<file path="src/rtl/phase_cmp_pkg.sv">
package phase_cmp_pkg;
  localparam int PHASE_W = 9;
  localparam int WORD_W  = 16;
  typedef logic signed [PHASE_W-1:0] phase_t;
endpackage

</file>
<file path="src/rtl/pcm_edge_div.sv">
module pcm_edge_div #(
  parameter int DIV = 4
) (
  input  logic clk,
  input  logic rst_n,
  input  logic en,
  input  logic pulse_i,
  output logic pulse_o
);
  localparam int CW = (DIV > 2) ? $clog2(DIV) : 1;
  localparam logic [CW-1:0] LAST = CW'(DIV - 1);

  logic [CW-1:0] cnt;

  always_ff @(posedge clk or negedge rst_n) begin
    if (!rst_n) cnt <= '0;
    else if (en && pulse_i) cnt <= (cnt == LAST) ? '0 : cnt + 1'b1;
  end

  assign pulse_o = pulse_i && (!en || cnt == LAST);
endmodule

</file>
<file path="src/rtl/pcm_phase_det.sv">
module pcm_phase_det
  import phase_cmp_pkg::*;
(
  input  logic   clk,
  input  logic   rst_n,
  input  logic   a_i,
  input  logic   b_i,
  output logic   vld_o,
  output phase_t phase_o
);
  logic [PHASE_W-1:0] tick, a_ts, b_ts, a_t, b_t;
  logic a_seen, b_seen, a_v, b_v;

  always_comb begin
    a_t = a_i ? tick : a_ts;
    b_t = b_i ? tick : b_ts;
    a_v = a_i | a_seen;
    b_v = b_i | b_seen;
  end

  always_ff @(posedge clk or negedge rst_n) begin
    if (!rst_n) begin
      tick    <= '0;
      a_ts    <= '0;
      b_ts    <= '0;
      a_seen  <= 1'b0;
      b_seen  <= 1'b0;
      vld_o   <= 1'b0;
      phase_o <= '0;
    end else begin
      tick  <= tick + 1'b1;
      vld_o <= 1'b0;
      if (a_v && b_v) begin
        vld_o   <= 1'b1;
        phase_o <= phase_t'(b_t - a_t);
        a_seen  <= 1'b0;
        b_seen  <= 1'b0;
      end else begin
        a_seen <= a_v;
        b_seen <= b_v;
        a_ts   <= a_t;
        b_ts   <= b_t;
      end
    end
  end
endmodule

</file>
<file path="src/rtl/pcm_iir_avg.sv">
module pcm_iir_avg
  import phase_cmp_pkg::*;
#(
  parameter int K = 3
) (
  input  logic   clk,
  input  logic   rst_n,
  input  logic   vld_i,
  input  phase_t x_i,
  output phase_t avg_o
);
  localparam int AW = PHASE_W + K;

  logic signed [AW-1:0] acc, step;
  logic signed [AW:0]   xs, diff;

  always_comb begin
    xs   = {x_i[PHASE_W-1], x_i, {K{1'b0}}};
    diff = xs - {acc[AW-1], acc};
    step = AW'(diff >>> K);
  end

  always_ff @(posedge clk or negedge rst_n) begin
    if (!rst_n) acc <= '0;
    else if (vld_i) acc <= acc + step;
  end

  assign avg_o = acc[AW-1:K];
endmodule

</file>
<file path="src/rtl/phase_cmp_monitor.sv">
module phase_cmp_monitor
  import phase_cmp_pkg::*;
#(
  parameter int N_REF = 8,
  parameter int DIV   = 4,
  parameter int K     = 3,
  localparam int IDX_W = (N_REF > 1) ? $clog2(N_REF) : 1
) (
  input  logic             clk,
  input  logic             rst_n,
  input  logic [N_REF-1:0] ref_pulse,
  input  logic [IDX_W-1:0] pri_sel,
  input  logic [IDX_W-1:0] force_sel,
  input  logic             pri_fb_pulse,
  input  logic             sec_fb_pulse,
  input  logic             meas_mode,
  input  logic             div_mode,
  input  logic             rd_sec,
  input  logic             rd_en,
  input  logic             rd_addr,
  output logic [7:0]       rd_data,
  output logic             sec_lock_en
);
  localparam int N_DET = 2;

  logic pri_ref, frc_ref, diva_o, divb_o;
  logic [N_DET-1:0] det_a, det_b, det_hit, det_vld;
  phase_t det_ph [N_DET];
  phase_t avg_q  [N_DET];
  phase_t sel_ph;
  logic [WORD_W-1:0] rd_word;
  logic [7:0] snap_hi;

  assign pri_ref = ref_pulse[pri_sel];
  assign frc_ref = ref_pulse[force_sel];

  pcm_edge_div #(.DIV(DIV)) div_a_i (
    .clk(clk), .rst_n(rst_n), .en(div_mode),
    .pulse_i(meas_mode ? pri_ref : frc_ref), .pulse_o(diva_o)
  );
  pcm_edge_div #(.DIV(DIV)) div_b_i (
    .clk(clk), .rst_n(rst_n), .en(div_mode),
    .pulse_i(meas_mode & frc_ref), .pulse_o(divb_o)
  );

  assign det_a[0] = pri_ref;
  assign det_b[0] = pri_fb_pulse;
  assign det_a[1] = diva_o;
  assign det_b[1] = meas_mode ? divb_o : sec_fb_pulse;
  assign det_hit  = det_a | det_b;

  for (genvar g = 0; g < N_DET; g++) begin : g_path
    pcm_phase_det det_i (
      .clk(clk), .rst_n(rst_n), .a_i(det_a[g]), .b_i(det_b[g]),
      .vld_o(det_vld[g]), .phase_o(det_ph[g])
    );
    pcm_iir_avg #(.K(K)) avg_i (
      .clk(clk), .rst_n(rst_n), .vld_i(det_vld[g]), .x_i(det_ph[g]),
      .avg_o(avg_q[g])
    );
  end

  assign sel_ph  = rd_sec ? avg_q[1] : avg_q[0];
  assign rd_word = {{(WORD_W-PHASE_W){sel_ph[PHASE_W-1]}}, sel_ph};

  always_ff @(posedge clk or negedge rst_n) begin
    if (!rst_n) begin
      rd_data     <= '0;
      snap_hi     <= '0;
      sec_lock_en <= 1'b1;
    end else begin
      sec_lock_en <= !meas_mode;
      if (rd_en) begin
        if (!rd_addr) begin
          rd_data <= rd_word[7:0];
          snap_hi <= rd_word[15:8];
        end else begin
          rd_data <= snap_hi;
        end
      end
    end
  end
endmodule

</file>
<file path="config.mk">
export PLATFORM = sky130hd
export DESIGN_NAME = phase_cmp_monitor
export DESIGN_NICKNAME = d
export VERILOG_FILES = /design/src/rtl/phase_cmp_pkg.sv /design/src/rtl/pcm_edge_div.sv /design/src/rtl/pcm_phase_det.sv /design/src/rtl/pcm_iir_avg.sv /design/src/rtl/phase_cmp_monitor.sv
export SDC_FILE = /design/constraint.sdc
export NUM_CORES = 1
export LEC_CHECK = 0
export BUFFER_PORTS_ARGS = -buffer_cell sky130_fd_sc_hd__buf_4
export CAP_MARGIN = 30
export CORE_MARGIN = 8
export CORE_UTILIZATION = 63
export CTS_CLUSTER_DIAMETER = 100
export DETAILED_ROUTE_END_ITERATION = 10
export PLACE_DENSITY = 0.85
export SYNTH_ARGS = -nofsm -noshare
export SYNTH_HDL_FRONTEND = slang
export SYNTH_HIERARCHICAL = 1
export SYNTH_SLANG_ARGS = --single-unit
</file>
<file path="constraint.sdc">
create_clock -name clk -period 4.5 [get_ports clk]
set_input_delay 0.9 -clock clk [delete_from_list [all_inputs] [get_ports clk]]
set_output_delay 0.9 -clock clk [all_outputs]
set_load 0.05 [all_outputs]
</file>
# Word-level counts from Yosys, hierarchy flattened
# Index checks and enable logic that the tools add are counted.
# Widths: inputs -> output; s select.
# op_classes
bitwise_logic,6
addsub,10
n_reduce_logical,11
mux,20
order_cmp,2
n_eq_ne,2
# op_table
cell,count
$mux 9,5
$sub 12x12->13,2
$add 12x10->12,2
$add 9x1->9 const B,2
$sub 9x9->9,2
$mux 1,10
$lt 3x4->1 const B,2
$mux 8,1
$bmux 1 s3,2
$logic_and 1x1->1,6
$add 2x1->2 const B,2
$eq 2x2->1 const B,2
$mux 2,2
$or 1x1->1,4
$logic_not 1->1,2
$logic_or 1x1->1,2
$reduce_and 2->1,1
$and 1x1->1,1
$not 1->1,1
# word_totals
in_bits,23
ff_bits,116
wordCells,72
output_inout_bits,9

# Logic depth before layout (Yosys ltp)
# Gate-level depths: netlist (run 1).
# logic_depth
ltp_word,8
depth_mapped,15
depth_no_buf,15

# By module
# The synthesis (run 1) kept the hierarchy.
# modules_own_cells
mod,cells_per_inst,area_per_inst_um2,n_inst,seq_area_each_um2
pcm_phase_det at g_path[0].det_i,190,2024.4,1,975.9
pcm_phase_det at g_path[1].det_i,190,1995.7,1,975.9
pcm_iir_avg at g_path[1].avg_i,159,1391.3,1,300.3
pcm_iir_avg at g_path[0].avg_i,158,1381.3,1,300.3
phase_cmp_monitor,63,680.7,1,251.5
pcm_edge_div,9,103.8,2,50.0

# Worst setup path after synthesis (run 1)
# Ideal clock, no wire load.
# synth_timing
path_type,in2reg
from,input port force_sel[0]
to,register g_path[1].det_i.phase_o[8]
t_arrival_ns,3.925
n_path_buf,1
setup_ns,0.069
t_required_ns,4.431
path_slack_ns,0.506
stages,14
path_cell_list,mux4_1 > mux2i_1 > nor2_1 > a21boi_0 > mux2_2 > buf_2 > mux2i_1 > ha_1 > fa_1 > nand2b_1 > a21oi_1 > nor3_1 > or4_1 > nand3_1
# synth_between
elab_chain_cells,7
elab_cells_between_ends,13
classes_between,add/sub (1); mux (6); bitwise (3); reduce/logical (3)
# synth_lines
element,line_no,source
"start, declared",phase_cmp_monitor.sv:13,"input logic [IDX_W-1:0] force_sel,"
$bmux 1 s3 (*),phase_cmp_monitor.sv:35,assign frc_ref = ref_pulse[force_sel];
$mux 1 (implied by the code) (*),phase_cmp_monitor.sv:35,
$and 1x1->1 (*),phase_cmp_monitor.sv:43,".pulse_i(meas_mode & frc_ref), .pulse_o(divb_o)"
$logic_and 1x1->1 (*),pcm_edge_div.sv:20,assign pulse_o = pulse_i && (!en || cnt == LAST);
named net divb_o,phase_cmp_monitor.sv:26,"logic pri_ref, frc_ref, diva_o, divb_o;"
$mux 1 (*),phase_cmp_monitor.sv:49,assign det_b[1] = meas_mode ? divb_o : sec_fb_pulse;
named net det_b[1],phase_cmp_monitor.sv:27,"logic [N_DET-1:0] det_a, det_b, det_hit, det_vld;"
$mux 9 or $or 1x1->1 (tied branches),"pcm_phase_det.sv:16, pcm_phase_det.sv:18",
$sub 9x9->9 or $logic_and 1x1->1 (tied branches),"pcm_phase_det.sv:35, pcm_phase_det.sv:33",
"end signal, assigned",pcm_phase_det.sv:35,phase_o <= phase_t'(b_t - a_t);
"end, declared",pcm_phase_det.sv:9,output phase_t phase_o
# Mark *: on every way through the listed nets, which the timed path passes. The rest lies on a longest branch. The select of a mux whose other input is x is not followed.
# A chain may end at the register's enable or synchronous reset.

# Worst setup path after layout (run 1)
# layout_timing
from,register g_path[0].avg_i.acc[3]
to,register g_path[0].avg_i.acc[11]
# layout_between
elab_chain_cells,2
# layout_lines
element,line_no,source
"start, declared",pcm_iir_avg.sv:14,"logic signed [AW-1:0] acc, step;"
"start signal, assigned",pcm_iir_avg.sv:25,else if (vld_i) acc <= acc + step;
$sub 12x12->13,pcm_iir_avg.sv:19,"diff = xs - {acc[AW-1], acc};"
$add 12x10->12 (*),pcm_iir_avg.sv:25,
# Every way passes the cells marked *; elsewhere a longest branch is shown, timed or not.

==> impl_metrics.ini, run 1 <==
[detailed_routing]
dr.pass1.iters = 5
antenna_left = 0
viasPerCell = 6.17
route.detailed.drc = 0
wire_per_inst_um = 17.2
dr.first_iter.drc_count = 378
wirelength_um = 16400
vias = 5877

[synthesis]
postSynth.asyncResetShare_pct = 100
syn-num-nets = 867
synth-edff-count = 0
ys_ff_latch = 116
ys.flop_type = dfrtp_1
synth_seq_area_share_pct = 37.8
synth.distinct_cells = 62
synth_cells = 778
synthesis.area_sq_mm = 0.00768
syn_area_per_cell_sq_um = 9.87
yosysWarnings = 6

[hold_path]
hold_end = snap_hi[0]
min_path_cells = 2
hold_class = reg2reg
hold_path_startpoint = snap_hi[0]

[timing]
fin_skew_ns = 0.00813
drv_slew = 0
finalCritPeriodShare_pct = 89.2
hold_viol_final = 0
maxSlewHeadroom_pct = 47.4
setup_violations = 0
finalWorstSetupSlack_ns = 0.485
max_freq_mhz = 249
holdWs_ns = 0.470
worstMarginPinSlew_ns = 0.788
rsz0062_at_grt = false
tns_ns = 0
timing.final.crit_period_ns = 4.01

[setup_path]
cp_data_arrival_time_ns = 4.35
slowest_delay_ns = 0.48
timing.reg2reg.setup_slack_ns = 0.49
crit_path_start_kind = flip-flop
crit_fanout = 4
critPathRequiredTime_ns = 4.84
reg2regPathDepth = 15
crit_chain = inv_1, ha_1, or4b_1, a211oi_2, a221oi_2, and2b_2, nor2_1, xnor2_1, ha_1, and3_1, a31oi_1, o21ai_0, or3_2, mux2i_1, xnor2_1
end_kind = flip-flop
critPathKind = reg2reg
slowest_stage = or4b_1
r2r-end = g_path[0].avg_i/acc[11]
regToRegStartpoint = g_path[0].avg_i/acc[3]

[cells_and_area]
nets = 883
instances_no_fill = 953
fill_cells = 803
drive_gt1_share_pct = 16.4
area_growth_pct = 10.7
insertedDiodeCount = 0

[grt]
grt_pass1_vias = 6033
grt_max_degree = 64
grt_overflow = 0
grt_antenna_before_repair = 0
globalRouteTotalUtil_pct = 21.7
grt_pass1_wl_um = 28300

[place]
place_ws_ns = 0.315
port_buffers = 31
dp.cells = 922
place_hpwl_um = 11700
place_congestion = 0.864

[die]
pin_count = 32
die_x_um = 126
die_area_sq_mm = 0.0160
fp.dieH_um = 126
core_region_area_sq_mm = 0.0120
rows = 40
initial_core_util_pct = 64.2

[clock_tree]
post-cts-setup-buffers = 0
cts_sinks = 116
cts_root_buffer = clkbuf_16
clockBufferDepth = 2
htreeDepth = 4
cts_buffers = 17
ctsResizeCount = 0
cts_tree = built
clk_pin_slew_worst_paths_ns = 0.05
hold_buffers = 0
clk_latency_ns = 0.42

[job]
cap_viol_max_count = 0

[outcome]
outcome = finished clean
cell usage after synthesis, drive strengths merged, types with 6 or more instances:
cell / count / area (sq um)
dfrtp: 115 / 2880
ha: 62 / 776
inv: 57 / 214
a21oi: 49 / 245
mux2: 49 / 552
nor2: 47 / 176
nand2: 44 / 165
o21ai: 44 / 220
xnor2: 36 / 315
buf: 30 / 200
mux2i: 28 / 280
nor3: 26 / 130
nand3: 19 / 95.1
xor2: 15 / 131
clkbuf: 12 / 45.0
o211ai: 11 / 82.6
o21bai: 11 / 82.6
or3: 10 / 65.1
a21o: 7 / 52.6
nand2b: 7 / 43.8
a211oi: 6 / 50.1
a31oi: 6 / 37.5
and3: 6 / 37.5
nand4: 6 / 37.5
o21a: 6 / 45.0
how the worst max path moves through the flow:
stage                                start                         end  slack, ns
floorplan                     force_sel[0]  g_path[1].det_i/phase_o[8]       0.51
global placement              force_sel[0]  g_path[1].det_i/phase_o[8]       0.39
detailed placement            force_sel[0]  g_path[1].det_i/phase_o[8]       0.31
CTS                 g_path[0].avg_i/acc[3]     g_path[0].avg_i/acc[11]       0.53
global route        g_path[0].avg_i/acc[3]     g_path[0].avg_i/acc[11]       0.32
finish              g_path[0].avg_i/acc[3]     g_path[0].avg_i/acc[11]       0.49
stage by stage:
step                util (%)  area, sq um
CTS                     71.1         8500
floorplan                  -         7680
global route            71.1         8500
finish                  71.1         8500
detailed placement      66.2         7920
global placement        66.2         7920
critical path: cells and delay by family, from the launching register on:
family	cells	cell delay (ns)
fa+ha+maj	2	0.66
flops	1	0.41
xor+xnor	2	0.37
simple gates	5	1.37
buf+inv	1	0.10
mux	1	0.20
compound gates	4	0.82
kinds of logic (layout without fill, tap and decap cells):
family	count (synthesis)	after routing	synth area share (%)
AND/OR/NAND/NOR	194	194	12.8
AO/OA/AOI/OAI	171	171	14.3
multiplexers	81	81	12.2
XOR/XNOR	51	51	5.82
buffers and inverters	99	127	5.98
flip-flops	116	116	37.8
adder cells (fa/ha/maj)	66	66	11.1
flip-flops by register name, summed over array words and instances (netlist names):
name	count
g_path.det_i/phase_o	18
g_path.det_i/tick	18
g_path.det_i/vld_o	2
rd_data	8
g_path.det_i/a_seen	2
g_path.det_i/a_ts	18
div_a_i/cnt	2
sec_lock_en	1
div_b_i/cnt	2
g_path.avg_i/acc	24
snap_hi	1
g_path.det_i/b_ts	18
g_path.det_i/b_seen	2
layout by cell type (no fill, tap or decap), types with 5 or more instances in the layout:
cell | synthesis | layout
dfrtp_1 | 115 | 115
ha_1 | 62 | 62
inv_1 | 57 | 57
mux2_2 | 49 | 49
a21oi_1 | 49 | 49
nor2_1 | 47 | 47
o21ai_0 | 44 | 44
nand2_1 | 44 | 44
buf_4 | 18 | 39
xnor2_1 | 36 | 36
mux2i_1 | 28 | 28
nor3_1 | 26 | 26
nand3_1 | 19 | 19
clkbuf_16 | 0 | 17
xor2_1 | 15 | 15
o211ai_1 | 11 | 11
o21bai_1 | 11 | 11
or3_1 | 8 | 8
nand2b_1 | 7 | 7
a21o_1 | 7 | 7
clkinv_2 | 0 | 6
a31oi_1 | 6 | 6
and3_1 | 6 | 6
nand4_1 | 6 | 6
o21a_1 | 6 | 6
a211oi_1 | 5 | 5
nor2b_1 | 5 | 5
routing by layer:
metal / track usage (%) / up-vias / wire [um]
met5: 0 / - / 0
met4: 11.5 / 0 / 448
met3: 5.11 / 44 / 698
met2: 35.9 / 158 / 8090
met1: 25.6 / 2862 / 7170
li1: - / 2813 / -
layout make-up:
cell class | instances | area (sq um) | share of cell area (%)
sequential | 116 | 2900 | 34.2
inverter | 57 | 214 | 2.52
multi-input combinational | 563 | 4320 | 50.9
tap | 147 | 184 | 2.16
clock buffer | 20 | 447 | 5.25
timing repair buffer | 39 | 293 | 3.44
clock inverter | 11 | 135 | 1.59
Power of run 1 is not shown: default switching activity piles up to over one toggle a cycle in this logic, so the estimate is an artifact.
==> run 2, diff against run 1 <==
--- a/config.mk
+++ b/config.mk
@@ -5,6 +5,7 @@
 export SDC_FILE = /design/constraint.sdc
 export NUM_CORES = 1
 export LEC_CHECK = 0
+export ABC_AREA = 1
 export BUFFER_PORTS_ARGS = -buffer_cell sky130_fd_sc_hd__buf_4
 export CAP_MARGIN = 30
 export CORE_MARGIN = 8
@@ -12,6 +13,7 @@
 export CTS_CLUSTER_DIAMETER = 100
 export DETAILED_ROUTE_END_ITERATION = 10
 export PLACE_DENSITY = 0.85
+export RECOVER_POWER = 100
 export SYNTH_ARGS = -nofsm -noshare
 export SYNTH_HDL_FRONTEND = slang
 export SYNTH_HIERARCHICAL = 1
==> impl_metrics.ini, run 2 <==
[setup_path]
crit_chain = clkbuf_1, inv_1, nand2_1, nand3_1, nand3_1, and2_0, o21ai_0, ha_1, fa_1, inv_1, nand2_1, nand2_1, nand3_1, nand2_1, nand2_1, nand3_1, nand2_1
crit_path_start_kind = primary input
path_delay_family = simple AND/OR/NAND/NOR gates
regToRegStartpoint = g_path[0].avg_i/acc[3]
r2r-end = g_path[0].avg_i/acc[8]
cp_data_arrival_time_ns = 3.89
slowest_stage = and2_0
critPathRequiredTime_ns = 4.80
endpoint = g_path[0].det_i/phase_o[8]
timing.reg2reg.setup_slack_ns = 1.34
crit_fanout = 20
reg2regPathDepth = 15
crit_start = pri_sel[0]
crit_top_cell = nand2_1
end_kind = flip-flop
slowest_delay_ns = 0.79
critical_path_depth = 17
critPathKind = in2reg
path_buf_inv = 3

[grt]
grt_pass1_vias = 7097
grt_overflow = 0
grt_pass1_wl_um = 31400
grt_max_degree = 56
globalRouteTotalUtil_pct = 21.5
grt_antenna_before_repair = 0

[place]
dpl_cell_area_sq_mm = 0.00860
port_buffers = 31
place_hpwl_um = 12600
place_congestion = 0.937

[detailed_routing]
route.detailed.drc = 0
wire_per_inst_um = 13.9
viasPerCell = 5.49
vias = 7201
dr.pass1.iters = 5
antenna_left = 0
dr.first_iter.drc_count = 568
wirelength_um = 18200

[die]
fp.dieH_um = 132
rows = 42
die_area_sq_mm = 0.0174
die_x_um = 132
core_region_area_sq_mm = 0.0132
pin_count = 32
initial_core_util_pct = 64.3

[clock_tree]
cts_root_buffer = clkbuf_16
clk_pin_slew_worst_paths_ns = 0.05
post-cts-setup-buffers = 0
cts_tree = built
clk_latency_ns = 0.42
clockBufferDepth = 2
hold_buffers = 0
ctsResizeCount = 0
cts_buffers = 17
htreeDepth = 4
cts_sinks = 116

[outcome]
failed_checks = capacitance limit, slew limit
outcome = finished with violations

[synthesis]
ys.flop_type = dfrtp_1
synthMostInstantiatedCell = nand2_1
synth_top_cell_by_area = dfrtp_1
synth_common_cells = nand2_1, inv_1, dfrtp_1
postSynth.asyncResetShare_pct = 100
yosysWarnings = 6
synth_top_area_share_pct = 33.9
syn_area_per_cell_sq_um = 7.67
synth_seq_area_share_pct = 34.2
syn-num-nets = 1196
synthesis.area_sq_mm = 0.00849
ys_ff_latch = 116
synth_area_leaders = dfrtp_1, nand2_1, ha_1
synth_cells = 1107
synth-edff-count = 0
synth.distinct_cells = 45

[timing]
tns_ns = 0
maxSlewHeadroom_pct = -104
timing.final.crit_period_ns = 3.58
worstMarginPinSlew_ns = 3.06
fin_skew_ns = 0.00783
setup_violations = 0
drv_slew = 56
max_freq_mhz = 279
hold_viol_final = 0
finalCritPeriodShare_pct = 79.7
rsz0062_at_grt = false

[job]
cap_viol_max_count = 1

[cells_and_area]
drive_gt1_share_pct = 11.1
utilization_pct = 69.2
area_growth_pct = 7.59
largest_register_ffs = 24
regMostFlops = g_path.avg_i/acc
design_area_sq_mm = 0.00913
insertedDiodeCount = 0
layout_commonest_cell = nand2_1
fill_cells = 1061
nets = 1211
mostFrequentLayoutCells = nand2_1, inv_1, dfrtp_1

[hold_path]
hold_path_startpoint = g_path[1].det_i/a_seen
hold_class = reg2reg
-- run 2: cell count changes in the layout (fill, tap and decap cells not counted), sizes merged, moves of 11 or more --
cell	before	now
xor2	15	32
nand2	44	340
xnor2	36	10
buf	39	21
o21ai	44	114
inv	57	158
nor3	26	4
mux2	49	0
or2	4	15
clkbuf	20	35
mux2i	28	2
a21oi	49	31
nand3	19	72
-- run 2: final cells by class --
| cell class | instances | area (sq um) | share of cell area, % |
|---|---|---|---|
| Inverter | 157 | 604 | 6.62 |
| Tap cell | 176 | 220 | 2.41 |
| Clock buffer | 21 | 470 | 5.15 |
| Sequential cell | 116 | 2900 | 31.8 |
| Timing Repair Buffer | 35 | 214 | 2.34 |
| Clock inverter | 11 | 175 | 1.92 |
| Multi-Input combinational cell | 795 | 4540 | 49.7 |
-- run 2: worst min path at each step --
stage	endpoint	slack [ns]	cells past startpoint
floorplan	g_path[0].det_i/a_seen	0.43	1
detailed placement	g_path[0].det_i/b_seen	0.44	1
finish	g_path[1].det_i/b_seen	0.44	1
global route	g_path[1].det_i/b_seen	0.45	1
global placement	g_path[1].det_i/b_seen	0.44	1
CTS	g_path[0].det_i/a_seen	0.45	1
-- run 2: metal layers --
layer,up-vias,wire length (um),track usage (%)
li1,3576,-,-
met1,3392,8100,24.9
met2,202,8930,37.0
met3,31,847,5.64
met4,0,344,9.00
met5,-,0,0
-- run 2: logic make-up after synthesis --
family,synth area share [%]
AND/OR/NAND/NOR,26.6
buffers and inverters,11.5
AO/OA/AOI/OAI,13.0
flip-flops,34.2
adder cells (fa/ha/maj),10.1
XOR/XNOR,4.33
multiplexers,0.236
-- run 2: through the flow --
step           hold WS (ns)  worst slack [ns]  instances
6_report              0.435             0.916       1311
5_1_grt               0.448             0.659       1311
4_1_cts               0.455              1.26       1311
3_5_place_dp          0.441             0.909       1279
3_3_place_gp          0.439              1.02       1279
2_1_floorplan         0.430              1.27       1107
-- run 2: worst reg2reg max path, cell delays in order (launching register included) --
cell and delay [ns]:
dfrtp_1 0.43, inv_1 0.07, ha_1 0.32, nand3_1 0.12, nand2_1 0.14, a31o_2 0.24
xor2_1 0.15, ha_1 0.36, a21oi_1 0.25, nand2_1 0.15, a21boi_0 0.32, nor2_1 0.11
nand2_1 0.10, nand3b_1 0.09, nand3_1 0.09, o21ai_0 0.09
Power of run 2 is left out for the same reason.
